[src/rtl/tws_pkg.sv]
package tws_pkg;
  typedef enum logic [1:0] {
    SCAN_IDLE = 2'd0,
    SCAN_RUN  = 2'd1,
    SCAN_EMIT = 2'd2
  } scan_state_e;
endpackage

[src/rtl/tws_scan_ctrl.sv]
// Sequencer: captures the vector on start and shifts it out one bit per clock.
module tws_scan_ctrl #(
  parameter int MAX_TAPS = 16
) (
  input  logic                                  clk,
  input  logic                                  rst_n,
  input  logic                                  start_i,
  input  logic [2*MAX_TAPS-1:0]                 vec_i,
  input  logic [$clog2(MAX_TAPS+1)-1:0]         count_i,
  output logic                                  accept_o,
  output logic                                  step_o,
  output logic                                  bit_o,
  output logic                                  last_o,
  output logic [$clog2(MAX_TAPS+1):0]           idx_o,
  output logic                                  emit_o,
  output logic [$clog2(MAX_TAPS+1)-1:0]         count_o
);
  import tws_pkg::*;

  localparam int VEC_W = 2 * MAX_TAPS;
  localparam int CNT_W = $clog2(MAX_TAPS + 1);
  localparam int IDX_W = CNT_W + 1;

  scan_state_e        state_q, state_d;
  logic [VEC_W-1:0]   vec_q, vec_d;
  logic [IDX_W-1:0]   idx_q, idx_d;
  logic [IDX_W-1:0]   lim_q, lim_d;
  logic [CNT_W-1:0]   cnt_q, cnt_d;
  logic               at_last;

  assign at_last = (idx_q == lim_q);

  always_comb begin
    state_d = state_q;
    vec_d   = vec_q;
    idx_d   = idx_q;
    lim_d   = lim_q;
    cnt_d   = cnt_q;
    unique case (state_q)
      SCAN_IDLE: begin
        if (start_i) begin
          state_d = SCAN_RUN;
          vec_d   = vec_i;
          idx_d   = '0;
          cnt_d   = count_i;
          // last index 2N-1 = {N-1, 1}
          lim_d   = {count_i - CNT_W'(1), 1'b1};
        end
      end
      SCAN_RUN: begin
        vec_d = vec_q >> 1;
        idx_d = idx_q + IDX_W'(1);
        if (at_last) state_d = SCAN_EMIT;
      end
      SCAN_EMIT: state_d = SCAN_IDLE;
      default:   state_d = SCAN_IDLE;
    endcase
  end

  always_ff @(posedge clk or negedge rst_n) begin
    if (!rst_n) begin
      state_q <= SCAN_IDLE;
      vec_q   <= '0;
      idx_q   <= '0;
      lim_q   <= '0;
      cnt_q   <= '0;
    end else begin
      state_q <= state_d;
      vec_q   <= vec_d;
      idx_q   <= idx_d;
      lim_q   <= lim_d;
      cnt_q   <= cnt_d;
    end
  end

  assign accept_o = (state_q == SCAN_IDLE) && start_i;
  assign step_o   = (state_q == SCAN_RUN);
  assign emit_o   = (state_q == SCAN_EMIT);
  assign bit_o    = vec_q[0];
  assign last_o   = at_last;
  assign idx_o    = idx_q;
  assign count_o  = cnt_q;
endmodule

[src/rtl/tws_run_track.sv]
// Tracks the current pass run and keeps the longest one seen so far.
module tws_run_track #(
  parameter int MAX_TAPS = 16
) (
  input  logic                               clk,
  input  logic                               rst_n,
  input  logic                               clear_i,
  input  logic                               step_i,
  input  logic                               bit_i,
  input  logic                               last_i,
  input  logic [$clog2(MAX_TAPS+1):0]        idx_i,
  output logic [$clog2(MAX_TAPS+1):0]        best_len_o,
  output logic [$clog2(MAX_TAPS+1):0]        best_start_o,
  output logic [$clog2(MAX_TAPS+1):0]        best_end_o
);
  localparam int CNT_W = $clog2(MAX_TAPS + 1);
  localparam int IDX_W = CNT_W + 1;

  logic [IDX_W-1:0] cur_q, cur_d;
  logic [IDX_W-1:0] best_len_q, best_len_d;
  logic [IDX_W-1:0] best_start_q, best_start_d;
  logic [IDX_W-1:0] best_end_q, best_end_d;

  logic [IDX_W-1:0] cand_len, cand_start, cand_end;
  logic             closing, take;

  // A run closes on a failing bit, or on the final bit (open run).
  assign closing    = step_i && (!bit_i || last_i);
  assign cand_len   = bit_i ? (cur_q + IDX_W'(1)) : cur_q;
  assign cand_end   = bit_i ? idx_i : (idx_i - IDX_W'(1));
  assign cand_start = idx_i - cur_q;
  // strict comparison: earlier run wins a tie
  assign take       = closing && (cand_len > best_len_q);

  always_comb begin
    cur_d        = cur_q;
    best_len_d   = best_len_q;
    best_start_d = best_start_q;
    best_end_d   = best_end_q;
    if (clear_i) begin
      cur_d        = '0;
      best_len_d   = '0;
      best_start_d = '0;
      best_end_d   = '0;
    end else if (step_i) begin
      cur_d = bit_i ? (cur_q + IDX_W'(1)) : '0;
      if (take) begin
        best_len_d   = cand_len;
        best_start_d = cand_start;
        best_end_d   = cand_end;
      end
    end
  end

  always_ff @(posedge clk or negedge rst_n) begin
    if (!rst_n) begin
      cur_q        <= '0;
      best_len_q   <= '0;
      best_start_q <= '0;
      best_end_q   <= '0;
    end else begin
      cur_q        <= cur_d;
      best_len_q   <= best_len_d;
      best_start_q <= best_start_d;
      best_end_q   <= best_end_d;
    end
  end

  assign best_len_o   = best_len_q;
  assign best_start_o = best_start_q;
  assign best_end_o   = best_end_q;
endmodule

[src/rtl/tws_centre.sv]
// Midpoint of the best run, folded into 0..N-1, plus the too-short check.
module tws_centre #(
  parameter int MAX_TAPS = 16,
  parameter int MIN_RUN  = 3
) (
  input  logic [$clog2(MAX_TAPS+1):0]     best_len_i,
  input  logic [$clog2(MAX_TAPS+1):0]     best_start_i,
  input  logic [$clog2(MAX_TAPS+1):0]     best_end_i,
  input  logic [$clog2(MAX_TAPS+1)-1:0]   count_i,
  output logic [$clog2(MAX_TAPS+1)-1:0]   tap_o,
  output logic                            err_o
);
  localparam int CNT_W = $clog2(MAX_TAPS + 1);
  localparam int IDX_W = CNT_W + 1;

  logic [IDX_W:0]   sum;
  logic [IDX_W-1:0] half, cnt_ext, fold;

  assign sum     = {1'b0, best_start_i} + {1'b0, best_end_i};
  assign half    = IDX_W'(sum >> 1);
  assign cnt_ext = IDX_W'(count_i);
  // half < 2N always, so one conditional subtract is a full modulo
  assign fold    = (half >= cnt_ext) ? (half - cnt_ext) : half;
  assign err_o   = (best_len_i < IDX_W'(MIN_RUN));
  assign tap_o   = err_o ? '0 : CNT_W'(fold);
endmodule

[src/rtl/tune_window_sel.sv]
module tune_window_sel #(
  parameter int MAX_TAPS = 16,
  parameter int MIN_RUN  = 3
) (
  input  logic                                clk,
  input  logic                                rst_n,
  input  logic                                start_i,
  input  logic [2*MAX_TAPS-1:0]               pass_vec_i,
  input  logic [$clog2(MAX_TAPS+1)-1:0]       tap_count_i,
  output logic                                done_o,
  output logic [$clog2(MAX_TAPS+1)-1:0]       tap_o,
  output logic                                error_o
);
  localparam int CNT_W = $clog2(MAX_TAPS + 1);
  localparam int IDX_W = CNT_W + 1;

  // reset: asserted asynchronously, released on a clock edge
  logic rst_meta_q, rst_sync_n;
  always_ff @(posedge clk or negedge rst_n) begin
    if (!rst_n) begin
      rst_meta_q <= 1'b0;
      rst_sync_n <= 1'b0;
    end else begin
      rst_meta_q <= 1'b1;
      rst_sync_n <= rst_meta_q;
    end
  end

  logic             accept, step, cur_bit, is_last, emit;
  logic [IDX_W-1:0] idx;
  logic [CNT_W-1:0] cnt_lat;
  logic [IDX_W-1:0] best_len, best_start, best_end;
  logic [CNT_W-1:0] sel_tap;
  logic             sel_err;

  tws_scan_ctrl #(.MAX_TAPS(MAX_TAPS)) u_ctrl (
    .clk      (clk),
    .rst_n    (rst_sync_n),
    .start_i  (start_i),
    .vec_i    (pass_vec_i),
    .count_i  (tap_count_i),
    .accept_o (accept),
    .step_o   (step),
    .bit_o    (cur_bit),
    .last_o   (is_last),
    .idx_o    (idx),
    .emit_o   (emit),
    .count_o  (cnt_lat)
  );

  tws_run_track #(.MAX_TAPS(MAX_TAPS)) u_track (
    .clk          (clk),
    .rst_n        (rst_sync_n),
    .clear_i      (accept),
    .step_i       (step),
    .bit_i        (cur_bit),
    .last_i       (is_last),
    .idx_i        (idx),
    .best_len_o   (best_len),
    .best_start_o (best_start),
    .best_end_o   (best_end)
  );

  tws_centre #(.MAX_TAPS(MAX_TAPS), .MIN_RUN(MIN_RUN)) u_centre (
    .best_len_i   (best_len),
    .best_start_i (best_start),
    .best_end_i   (best_end),
    .count_i      (cnt_lat),
    .tap_o        (sel_tap),
    .err_o        (sel_err)
  );

  logic             done_q, done_d;
  logic [CNT_W-1:0] tap_q, tap_d;
  logic             err_q, err_d;

  always_comb begin
    done_d = emit;
    tap_d  = tap_q;
    err_d  = err_q;
    if (accept) begin
      tap_d = '0;
      err_d = 1'b0;
    end else if (emit) begin
      tap_d = sel_tap;
      err_d = sel_err;
    end
  end

  always_ff @(posedge clk or negedge rst_sync_n) begin
    if (!rst_sync_n) begin
      done_q <= 1'b0;
      tap_q  <= '0;
      err_q  <= 1'b0;
    end else begin
      done_q <= done_d;
      tap_q  <= tap_d;
      err_q  <= err_d;
    end
  end

  assign done_o  = done_q;
  assign tap_o   = tap_q;
  assign error_o = err_q;
endmodule

[config.mk]
export PLATFORM = sky130hd
export DESIGN_NAME = tune_window_sel
export DESIGN_NICKNAME = d
export VERILOG_FILES = /design/src/rtl/tws_pkg.sv /design/src/rtl/tws_scan_ctrl.sv /design/src/rtl/tws_run_track.sv /design/src/rtl/tws_centre.sv /design/src/rtl/tune_window_sel.sv
export SDC_FILE = /design/constraint.sdc
export NUM_CORES = 1
export LEC_CHECK = 0
export ABC_AREA = 1
export BUFFER_PORTS_ARGS = -buffer_cell sky130_fd_sc_hd__buf_2
export CORE_UTILIZATION = 47
export CTS_BUF_LIST = sky130_fd_sc_hd__clkbuf_4 sky130_fd_sc_hd__clkbuf_8 sky130_fd_sc_hd__clkbuf_16
export CTS_CLUSTER_SIZE = 28
export DETAILED_ROUTE_END_ITERATION = 6
export PLACE_DENSITY = 0.72
export SYNTH_ARGS = -nofsm -noshare
export SYNTH_HDL_FRONTEND = slang
export SYNTH_SLANG_ARGS = --single-unit
[constraint.sdc]
create_clock -name clk -period 7.09 [get_ports clk]
set_input_delay 1.418 -clock clk [delete_from_list [all_inputs] [get_ports clk]]
set_output_delay 1.418 -clock clk [all_outputs]
set_load 0.01 [all_outputs]
Yosys cells after proc, flatten, opt, wreduce, memory -nomap -nowiden. Cells that the tools add are included.

Bits in registers: 84. Logic and storage cells: 70. Input port bits: 40. Output and inout port bits: 7.

Reductions and logical operators: 14. Equal/unequal tests: 5. Magnitude comparators: 3. Mux-type cells: 27. Add/sub/neg operators: 7.

Operators with widths (count): $mux 6 (15); $pmux 32 s2 (1); $mux 32 (1); $mux 5 (4); $add 6x1->6 const B (2); $pmux 6 s2 (1); $reduce_and 2->1 (4); $reduce_bool 2->1 (4); $add 6x6->7 (1); $eq 6x6->1 (1); $ge 6x5->1 (1); $gt 6x6->1 (1); $lt 6x2->1 const B (1); $sub 6x1->6 const B (1); $sub 6x6->6 (1); $sub 5x1->5 const B (1); $sub 5x5->5 (1); $mux 2 (2); $ne 2x2->1 const B (2); $pmux 2 s2 (1); $logic_and 1x1->1 (3); $eq 2x1->1 const B (1); $eq 2x2->1 const B (1); $logic_not 2->1 (1); 3 further kinds (4).

Longest topological paths before layout.
Depth in word-level cells: 7. Mapped depth: 18. Gate-level depth less buffers: 18.

By module. A second synthesis with hierarchy kept.

Cell total of the unflattened synthesis: 606. Area total of the unflattened synthesis: 4839.6 um^2.

By module, submodules not included: tws_scan_ctrl (cells an instance 273, sequential area each 1276.2 um^2, instances 1, area each 2304.7 um^2); tws_run_track (cells an instance 206, sequential area each 600.6 um^2, instances 1, area each 1631.6 um^2); tws_centre (cells an instance 97, sequential area each 0.0 um^2, instances 1, area each 584.3 um^2); tune_window_sel (cells an instance 30, sequential area each 225.2 um^2, instances 1, area each 319.1 um^2).

Worst setup path after synthesis. OpenSTA, ideal clock, no wires.

Path type: register to register. From: register u_track.best_end_q[0], in the netlist u_track.best_end_o[0]. To: register tap_q[3], in the netlist tap_o[3]. Required time: 7.025 ns. Arrival: 2.442 ns. Cell stages (with the launch flop): 18. Slack: 4.583 ns. Setup time: 0.065 ns. Clock period less this slack: 2.507 ns. Cell sequence: dfrtp_1 nand2_1 inv_1 fa_1 nand3_1 nand3_1 xor2_1 inv_1 ha_1 nand2_1 nand2_1 nor2_1 nor2_1 nor2_1 nand2_1 nand2_1 nand3_1 nand2_1.

Longest elaborated chain between the ends: 6. Elaborated cells on any way between the ends: 7.

RTL lines: from (decl) (RTL line tws_run_track.sv:22) `logic [IDX_W-1:0] best_end_q, best_end_d;`; from (signal assigned) (RTL line tws_run_track.sv:65) `best_end_q <= best_end_d;`; $add 6x6->7 (*) (RTL line tws_centre.sv:19) `assign sum = {1'b0, best_start_i} + {1'b0, best_end_i};`; $sub 5x5->5 or $ge 6x5->1 (tied branches) (RTL line tws_centre.sv:23) `assign fold = (half >= cnt_ext) ? (half - cnt_ext) : half;`; $mux 5 (*) (RTL line tws_centre.sv:23); $mux 5 (*) (RTL line tws_centre.sv:25) `assign tap_o = err_o ? '0 : CNT_W'(fold);`; $mux 5 (*) (RTL line tune_window_sel.sv:84) `end else if (emit) begin`; $mux 5 (*) (RTL line tune_window_sel.sv:81) `if (accept) begin`; to (signal assigned) (RTL line tune_window_sel.sv:97) `tap_q <= tap_d;`; to (decl) (RTL line tune_window_sel.sv:74) `logic [CNT_W-1:0] tap_q, tap_d;`.

Mark *: on every way between the ends. The rest lies on a longest branch, timed or not. The select of a mux whose other input is x is not followed. A chain may end at the register's enable or synchronous reset.

Worst setup path after layout. Same ends and word-level chain as after synthesis.

==> impl_metrics.toml <==
[global_routing]
overflow = 0
grt_max_degree = 83
track_usage = 0.206
antenna_found_initial = 0
first_global_vias = 3807
grt_first_pass_wirelength_um = 16700

[run]
max_cap_viol_count = 0

[placement]
hpwl_um = 6750
post-place-ws_ps = 3740
gp_congestion = 0.868
port_buffers = 46
place_inst = 753

[routing]
wl_per_cell_um = 12.2
vias = 3846
routed_wl_um = 9360
via_per_inst = 5.00
first_iter_violations = 209
drt_pre_antenna_iters = 6
ant_nets = 0
route.detailed.drc = 0

[yosys]
ys_seq_elements = 84
synth_top_area_frac = 0.454
synth_area_leader_cell = "dfrtp_1"
synth_cells = 594
ys_seq_area_frac = 0.454
yosys_warnings = 0
synth_area_um2 = 4630
synth.avg_cell_area_um2 = 7.79
ys_types = 33
synthesis.nets = 663
netlist_top_cells_area = "dfrtp_1 45%, nand2_1 17%, nand3_1 8.4%, ha_1 7.0%, inv_1 5.5%"

[clock_tree]
post_cts_resized = 0
path_clk_slew_ps = 90
hold_buffers = 0
numClockSinks = 84
root_buffer = "clkbuf_8"
worstSkewPairLatency_ps = 350
cts_buffers = 9
post_cts_buffers = 0
cts_htree_levels = 3
clockBufferDepth = 2
cts_tree = "yes"

[sta]
slew_violations = 0
finalSetupTns_ps = 0
slew_headroom = 0.316
setup_viol = 0
max_slew.worst_pin.slew_ps = 1030
period_share = 0.427
hold_viol = 0
finClkSkew_ps = 14.4
rsz0062_at_grt = "no"
setup_ws_ps = 4060
period_needed_ps = 3030
timing.fmax_ghz = 0.330

[setup_path]
end_kind = "flop"
startpoint_type = "flop"
critPathSlowestCell = "fa_1"
r2r_setup_slack_ps = 4060
path_class = "reg -> reg"
required_ps = 7390
arrival_ps = 3330
slowest_delay_ps = 400
worstPathCellList = "nand2_1, inv_1, fa_1, nand3_1, nand3_1, xor2_1, inv_1, ha_1, nand2_1, nand2_1, nor2_1, nor2_1, nor2_1, nand2_1, nand2_1, nand3_1, nand2_1"
crit_top_cell = "nand2_1"
cp_max_fo = 6

[floorplan]
pin_count = 47
die_area_um2 = 10200
die_h_um = 101
start_util = 0.494
core.rowCount = 35
die_width_um = 101
core_area_um2 = 9370

[status]
status = "complete, no violations"

[finish]
fillers = 926
num-nets-final = 704
antenna_cells = 0
seqCellArea_um2 = 2110
layout-drive-gt1-share = 0.114
multi_input_area_um2 = 2180
layout.cells.non_filler = 769
syn2layout_area_growth_pct = 11.6

[pwr]
power.leakage_uw = 0.00281
power.total_uw = 2400
vdd_ir_drop_max_uv = 172
powerDensity_nw_per_um2 = 464

[worst_hold_path]
holdCritPathClass = "reg -> reg"
-- registers in the layout (all words and copies together), names as in the netlist --
signal,count
error_o,1
rst_sync_n,1
u_ctrl.count_o,5
u_ctrl.idx_o,6
u_track.best_start_o,6
done_o,1
u_ctrl.state_q,2
u_track.best_end_o,6
tap_o,5
u_ctrl.lim_q,6
u_ctrl.vec_q,32
u_track.cur_q,6
rst_meta_q,1
u_track.best_len_o,6
-- per-layer routing --
metal,share of wire,track usage,vias up,wire length [um]
li1,-,-,1964,-
met1,0.47,0.257,1782,4370
met2,0.48,0.362,84,4490
met3,0.038,0.0435,16,357
met4,0.015,0.0602,0,138
met5,0,0,-,0
-- cell type report --
cell class,instances,area share
inverters,72,0.0528
repair buffers,48,0.0475
well taps,129,0.0313
flip-flops and latches,84,0.408
clock buffers,10,0.0254
clock inverters,6,0.0136
multi-input cells,420,0.422
-- worst max-delay path, delay by kind of cell, from the launching register on --
family        cells  cell delay [ps]
simple gates     12             1460
fa+ha+maj         2              750
flops             1              390
xor+xnor          1              230
buf+inv           2              160
-- final timing paths --
check	from	end	cells after the start
setup / recovery	u_track.best_end_o[0]	tap_o[3]	17
hold / removal	rst_meta_q	rst_sync_n	0
setup reg to reg	u_track.best_end_o[0]	tap_o[3]	17
hold reg to reg	rst_meta_q	rst_sync_n	0
max in group asynchronous	rst_sync_n	u_ctrl.count_o[3]	0
min in group asynchronous	rst_sync_n	u_track.best_len_o[3]	0
-- placed cells by master (no fill, tap or decap), drive strengths merged, types with 10 or more instances in the layout --
cell	n
nand2	213
nand3	79
buf	48
o21ai	27
dfrtp	84
clkbuf	10
nor2	22
xor2	18
inv	73
ha	26
-- Yosys cell counts, drive strengths merged --
library cell,n
buf,7
nand3,79
dfrtp,84
nand2,213
a22o,1
nor2,22
fa,3
nor3,2
o31ai,1
inv,71
a21oi,7
nand3b,1
o32ai,1
o21bai,1
a31oi,1
nand4,5
xor2,18
conb,1
or2,1
o21ai,27
clkinv,1
xnor2,3
o22ai,6
o211ai,1
clkbuf,11
ha,26
-- through the flow --
stage / util / area (um2) / hold slack [ps]
floorplan: - / 4630 / 331
global placement: 0.530 / 4960 / 338
detailed placement: 0.530 / 4960 / 339
CTS: 0.551 / 5160 / 359
global route: 0.551 / 5160 / 372
finish: 0.551 / 5160 / 354
-- cells by family after synthesis --
| group | after synthesis | synth area share |
|---|---|---|
| AND/OR/NAND/NOR | 323 | 0.291 |
| buffers and inverters | 90 | 0.0760 |
| flip-flops | 84 | 0.454 |
| AO/OA/AOI/OAI | 46 | 0.0549 |
| adder cells (fa/ha/maj) | 29 | 0.0833 |
| XOR/XNOR | 21 | 0.0397 |
| other | 1 | 0.000810 |
-- power by group --
| group | internal (uW) | total [uW] | switching (uW) |
|---|---|---|---|
| combinational | 447 | 1240 | 788 |
| sequential | 667 | 817 | 151 |
| clock | 169 | 344 | 175 |
No activity file was read; power rests on OpenSTA's default activity.
